**config.mk**
```make
export PLATFORM = sky130hd
export DESIGN_NAME = rtc_regfile_i2c
export DESIGN_NICKNAME = d
export VERILOG_FILES = /design/src/rtl/rtc_regfile_i2c.sv
export SDC_FILE = /design/constraint.sdc
export NUM_CORES = 1
export LEC_CHECK = 0
export BUFFER_PORTS_ARGS = -buffer_cell sky130_fd_sc_hd__buf_2
export CORE_MARGIN = 2
export CORE_UTILIZATION = 60
export DETAILED_ROUTE_END_ITERATION = 16
export GPL_TIMING_DRIVEN = 0
export PLACE_DENSITY = 0.77
export RECOVER_POWER = 100
export SYNTH_ARGS = -nofsm -noshare
export SYNTH_HDL_FRONTEND = slang
export SYNTH_SLANG_ARGS = --single-unit
```
**constraint.sdc**
```tcl
create_clock -name clk -period 3.7 [get_ports clk]
set_input_delay 0.37 -clock clk [delete_from_list [all_inputs] [get_ports clk]]
set_output_delay 0.37 -clock clk [all_outputs]
set_load 0.005 [all_outputs]
```
**src/rtl/rtc_regfile_i2c.sv**
```systemverilog
module rtc_regfile_i2c #(
  parameter logic [6:0] DEV_ADDR = 7'h68,
  parameter int SUBTICKS = 4,
  parameter int AW = 6
)(
  input  logic clk,
  input  logic rst_n,
  input  logic scl_i,
  input  logic sda_i,
  output logic sda_oe,
  input  logic tick_i,
  input  logic pwr_ok
);
  localparam int DEPTH = 1 << AW;
  localparam int SW = (SUBTICKS > 1) ? $clog2(SUBTICKS) : 1;

  typedef enum logic [2:0] {S_IDLE, S_ADDR, S_WR, S_ACK, S_RD, S_RACK} st_t;

  st_t st;
  logic [2:0] scl_q, sda_q;
  logic [7:0] mem [DEPTH];
  logic [AW-1:0] ptr;
  logic [7:0] sh, tx;
  logic [3:0] cnt;
  logic rw, first, mack;
  logic [SW-1:0] sub;
  logic [7:0] n0, n1, n2, n3, n4, n5, n6, h12, h24;
  logic cmin, chr, cday, cmon, cyr;

  wire scl_rise = scl_q[1] & ~scl_q[2];
  wire scl_fall = ~scl_q[1] & scl_q[2];
  wire start_c  = scl_q[1] & scl_q[2] & sda_q[2] & ~sda_q[1];
  wire stop_c   = scl_q[1] & scl_q[2] & ~sda_q[2] & sda_q[1];
  wire wr_en    = pwr_ok & ~start_c & ~stop_c & (st == S_WR) & scl_fall & (cnt == 4'd8) & ~first;
  wire halted   = mem[0][7];
  wire sec_step = tick_i & ~halted & (sub == SW'(SUBTICKS - 1));

  function automatic logic [7:0] bcd_inc(input logic [7:0] v);
    return (v[3:0] == 4'd9) ? {v[7:4] + 4'd1, 4'd0} : v + 8'd1;
  endfunction

  function automatic logic [7:0] mlen(input logic [7:0] m, input logic [7:0] y);
    logic leap;
    leap = y[4] ? (y[3:0] == 4'd2 || y[3:0] == 4'd6)
                : (y[3:0] == 4'd0 || y[3:0] == 4'd4 || y[3:0] == 4'd8);
    case (m)
      8'h02: return leap ? 8'h29 : 8'h28;
      8'h04, 8'h06, 8'h09, 8'h11: return 8'h30;
      default: return 8'h31;
    endcase
  endfunction

  always_comb begin
    cmin = (mem[0] == 8'h59);
    n0 = cmin ? 8'h00 : bcd_inc(mem[0]);
    n1 = mem[1]; n2 = mem[2]; n3 = mem[3]; n4 = mem[4]; n5 = mem[5]; n6 = mem[6];
    chr = 1'b0; cday = 1'b0; cmon = 1'b0; cyr = 1'b0;
    h12 = bcd_inc({3'b000, mem[2][4:0]});
    h24 = bcd_inc({2'b00, mem[2][5:0]});
    if (cmin) begin
      if (mem[1] == 8'h59) begin n1 = 8'h00; chr = 1'b1; end
      else n1 = bcd_inc(mem[1]);
    end
    if (chr) begin
      if (mem[2][6]) begin
        if (mem[2][4:0] == 5'h11) begin
          n2 = {mem[2][7:6], ~mem[2][5], 5'h12};
          cday = mem[2][5];
        end else if (mem[2][4:0] == 5'h12) n2 = {mem[2][7:5], 5'h01};
        else n2 = {mem[2][7:5], 5'b0} | h12;
      end else begin
        if (mem[2][5:0] == 6'h23) begin n2 = {mem[2][7:6], 6'h00}; cday = 1'b1; end
        else n2 = {mem[2][7:6], 6'b0} | h24;
      end
    end
    if (cday) begin
      n3 = (mem[3] == 8'h07) ? 8'h01 : mem[3] + 8'h01;
      if (mem[4] == mlen(mem[5], mem[6])) begin n4 = 8'h01; cmon = 1'b1; end
      else n4 = bcd_inc(mem[4]);
    end
    if (cmon) begin
      if (mem[5] == 8'h12) begin n5 = 8'h01; cyr = 1'b1; end
      else n5 = bcd_inc(mem[5]);
    end
    if (cyr) n6 = (mem[6] == 8'h99) ? 8'h00 : bcd_inc(mem[6]);
  end

  always_ff @(posedge clk or negedge rst_n) begin
    if (!rst_n) begin
      for (int i = 0; i < DEPTH; i++) mem[i] <= '0;
      sub <= '0;
    end else begin
      if (wr_en && ptr == '0) sub <= '0;
      else if (tick_i && !halted) sub <= (sub == SW'(SUBTICKS - 1)) ? '0 : sub + 1'b1;
      if (sec_step) begin
        mem[0] <= n0; mem[1] <= n1; mem[2] <= n2; mem[3] <= n3;
        mem[4] <= n4; mem[5] <= n5; mem[6] <= n6;
      end
      if (wr_en) mem[ptr] <= sh;
    end
  end

  always_ff @(posedge clk or negedge rst_n) begin
    if (!rst_n) begin
      scl_q <= 3'b111; sda_q <= 3'b111;
      st <= S_IDLE; ptr <= '0; sda_oe <= 1'b0; cnt <= '0;
      sh <= '0; tx <= '0; rw <= 1'b0; first <= 1'b0; mack <= 1'b0;
    end else begin
      scl_q <= {scl_q[1:0], scl_i};
      sda_q <= {sda_q[1:0], sda_i};
      if (!pwr_ok) begin
        st <= S_IDLE; ptr <= '0; sda_oe <= 1'b0;
      end else if (start_c) begin
        st <= S_ADDR; cnt <= '0; sda_oe <= 1'b0; first <= 1'b1;
      end else if (stop_c) begin
        st <= S_IDLE; sda_oe <= 1'b0;
      end else begin
        case (st)
          S_ADDR, S_WR: begin
            if (scl_rise) begin
              sh <= {sh[6:0], sda_q[1]};
              cnt <= cnt + 4'd1;
            end else if (scl_fall && cnt == 4'd8) begin
              if (st == S_ADDR) begin
                if (sh[7:1] == DEV_ADDR) begin
                  st <= S_ACK; sda_oe <= 1'b1; rw <= sh[0];
                end else st <= S_IDLE;
              end else begin
                st <= S_ACK; sda_oe <= 1'b1;
                if (first) begin ptr <= sh[AW-1:0]; first <= 1'b0; end
                else ptr <= ptr + 1'b1;
              end
            end
          end
          S_ACK: if (scl_fall) begin
            cnt <= '0;
            if (rw) begin
              st <= S_RD; tx <= mem[ptr]; ptr <= ptr + 1'b1; sda_oe <= ~mem[ptr][7];
            end else begin
              st <= S_WR; sda_oe <= 1'b0;
            end
          end
          S_RD: if (scl_fall) begin
            if (cnt == 4'd7) begin
              st <= S_RACK; sda_oe <= 1'b0;
            end else begin
              sda_oe <= ~tx[6]; tx <= {tx[6:0], 1'b0}; cnt <= cnt + 4'd1;
            end
          end
          S_RACK: begin
            if (scl_rise) mack <= ~sda_q[1];
            else if (scl_fall) begin
              if (mack) begin
                st <= S_RD; tx <= mem[ptr]; ptr <= ptr + 1'b1;
                sda_oe <= ~mem[ptr][7]; cnt <= '0;
              end else st <= S_IDLE;
            end
          end
          default: sda_oe <= 1'b0;
        endcase
      end
    end
  end

  AST_UNPOWERED_QUIET: assert property (@(posedge clk) disable iff (!rst_n)
    !pwr_ok |=> (!sda_oe && ptr == '0));
  AST_HALT_FREEZES_SECONDS: assert property (@(posedge clk) disable iff (!rst_n)
    (halted && !wr_en) |=> $stable(mem[0]));
  AST_STOP_RELEASES_BUS: assert property (@(posedge clk) disable iff (!rst_n)
    (pwr_ok && stop_c) |=> (st == S_IDLE && !sda_oe));
  AST_DRIVE_ONLY_WHEN_OWNED: assert property (@(posedge clk) disable iff (!rst_n)
    sda_oe |-> (st == S_ACK || st == S_RD));
  AST_SEC_WRITE_CLEARS_SUB: assert property (@(posedge clk) disable iff (!rst_n)
    (wr_en && ptr == '0) |=> sub == '0);
endmodule

```
==> results.md <==
- Min Tclk post-route: roughly 3900 ps
- Share of layout cells above drive strength 1: between 30% and 40%
- Area post-placement: around 29000 um2
- Total CTS buffers: 57
- Cell area after synthesis: ~28000 um2
- Net Count, Synth: 2353
- Placed Cells: just under 3000
- Die Wd: roughly 220 um
- Register-to-register setup slack: -170 ps
- Status: complete, but fails checks
- Warnings from Yosys: 0
- Worst skew pair latency: 660 ps
- Setup Viol. Count Final: 6
- Tcrit/Tclk final: 104.7%
- First-pass GRT wire length: 144300 um
- Vias: around 22000
- Setup crit start kind: flop
- Pre-antenna DRT Iters: 8
- Slew Limit Fails: about 110
- Synth unique cells: around 70
- CTS tree: done
- Synth area leaders: dfrtp_1, mux2_2, mux4_2
- H-tree depth: 2
- Syn-to-layout area delta: 10.51%
- Routed wire per std cell: between 30 and 40 um
- Most frequent cells in the layout: dfrtp_1, mux2_2, nor2_1, a21oi_1, clkbuf_1
- Worst EP required: around 4300 ps
- Synth top area share: about half
- Average size of a mapped cell: 12.02 um2
- Crit Path Class: flop to flop
- Placer congestion estimate: 1.054
- Dpl hpwl: between 60000 and 70000 um
- Hold crit path type: primary input to async pin
- Worst vdd ir: ~0.42 mV
- Area leader, netlist: dfrtp_1
- Crit end category: flop
- # DRC: 0
- Final cell count without fillers: 3054
- Starting density of the core: about three fifths
- Tot Pwr: roughly 14000 uW
- Peak Freq: between 200 and 300 MHz
- RSZ-0062 raised after global routing: no
- Post-DR vias/cell: ~7
- Final Cell Area: slightly above 30000 um2
- Largest net degree at the start of global routing: 125
- DRT antenna net count: 0
- Lkg Pwr: approximately 0.014 uW
- Max-cap violation count: 1
- Die ar.: 48270 um2
- Critical Path AT: 4430 ps
- Commonest non-fill, non-tap cell in the layout: dfrtp_1
- #FFs+latches synth: between 500 and 600
- Vias in the first global route: approximately 21000
- Setup ws final: -173.5 ps
- I/O pin cnt: 7
- Relative slew slack: -10.63%
- Failing checks: capacitance limit, slew limit, setup timing
- Root buffer cell: clkbuf_16
- Skew final: around 22 ps
- Final Hold Viols: 0
- Worst Tran Pin Value: ~1700 ps
- Asr flop ratio synth: 100.0%
- Pre-CTS setup slack: -1597 ps
- Gr ovfl total: 0
- Port bufs: 5
- Cell count after synthesis: 2323
- P per Cell Area: about 460 nW/um2
- Initial antenna violation count: 4
- Die height: ~220 um
- CP max FO: 10
- Top FF cell, synth: dfrtp_1
- 1st-iter DRT viols: approximately 3500
- Sequential element share of the synthesized area: roughly half
- Row cnt: slightly below 80
- Gr usage total: ~42%
- NumNets Final: approximately 2400
- Max Buffers Root-to-Sink: 3
- TritonCTS Sinks: 552
- Routed WL: between 100000 and 150000 um
- Post-synth EDFFs: 0
- Core Area: 46260 um2
- CTS clk-pin slew, worst paths: approximately 60 ps
-- power breakdown --
group          total [uW]  switching [uW]  internal, uW
logic                2020            1620           401
clock network        5850            2560          3300
registers            6340             184          6150
-- stage by stage --
stage	hold slack, ps	TNS (ps)	util [%]
3_3_place_gp	346.8	-5026430	62.04
3_5_place_dp	333.6	-256480	62.36
6_report	231.8	-555.4	66.69
5_1_grt	295.4	0	66.66
4_1_cts	268.3	0	66.99
2_1_floorplan	74.41	0	-
-- cells in the mapped netlist (8+ instances only) --
cell type / number
inv_1: 26
and2_1: 15
mux4_2: 46
clkbuf_1: 128
dfrtp_1: 546
nor3_1: 17
nand3_1: 40
and3_1: 11
xnor2_1: 10
nor2_4: 38
mux2_2: 510
o22ai_1: 27
nor4_1: 11
or3_1: 9
a221oi_1: 53
xor2_1: 8
nand2b_1: 9
buf_2: 22
nor2b_1: 15
buf_1: 18
a211oi_1: 14
mux2i_1: 63
o21ai_0: 95
a21oi_1: 130
nor2_2: 19
ha_1: 24
nand4_1: 17
a22oi_1: 36
nor2_1: 131
nand2_1: 99
a22o_1: 8
-- state kept, by name (all words and copies together), names as in the netlist --
register / count
sda_oe: 1
rw: 1
st: 3
halted: 1
sh: 8
first: 1
scl_q: 3
sub: 2
ptr: 6
mem: 511
tx: 7
sda_q: 3
mack: 1
cnt: 4
-- kinds of logic (layout without fill, tap and decap cells) --
family | Yosys count | count (layout) | synth area share [%]
DFF | 552 | 552 | 49.51
and+or+nand+nor | 472 | 472 | 9.327
adders and majority gates | 24 | 24 | 1.076
AOI/OAI and AO/OA | 442 | 442 | 10.25
muxes | 619 | 619 | 26.54
xor gates and xnor gates | 18 | 18 | 0.5647
other | 0 | 4 | 0
buffers and inverters | 196 | 316 | 2.734
-- path summary, 6_finish.rpt --
| path | from | endpoint | cells past startpoint |
|---|---|---|---|
| max in group asynchronous | rst_n | mem[178] | 5 |
| min in group clk | tick_i | sub[0] | 4 |
| setup / recovery | ptr[2] | tx[6] | 10 |
| hold reg to reg | scl_q[0] | scl_q[1] | 0 |
| hold / removal | rst_n | mem[470] | 2 |
| setup reg to reg | ptr[2] | tx[6] | 10 |
-- timing repair --
item	in CTS	in global routing
pin swaps	1	2
endpoints found under the setup margin	425	138
resized for setup	87	39
setup buffers	3	0
hold buffers	3	0
endpoints found under the hold margin	63	0
gates cloned	0	0
-- layer usage --
| metal | vias to the layer above | track usage [%] | wire length (um) |
|---|---|---|---|
| li1 | 8724 | - | - |
| met1 | 11074 | 54.32 | 36340 |
| met2 | 1742 | 60.40 | 42400 |
| met3 | 485 | 14.80 | 13630 |
| met4 | 2 | 26.73 | 7695 |
| met5 | - | 0 | 13 |
-- area by class of cell --
class                   count  area, um2
well taps                 607      759.5
clock inverters            19      176.4
repair buffers             16      188.9
multi-input cells        1575      13320
fillers                  3385      15410
inverters                  28      108.9
clock buffers              85       1692
diodes                      4      10.01
plain buffers             168      774.5
flip-flops and latches    552      13820
-- worst max-delay path: stages, from the launching register on --
cell and delay (ps):
dfrtp_1 370, clkbuf_1 180, clkbuf_4 340, nor2_1 990, clkbuf_2 650, a22oi_1 150, nor2_1 160, o21ai_0 250
nand4_1 370, nor4_2 100, a211oi_1 200
Note: power is estimated with default switching activity, not from simulation.
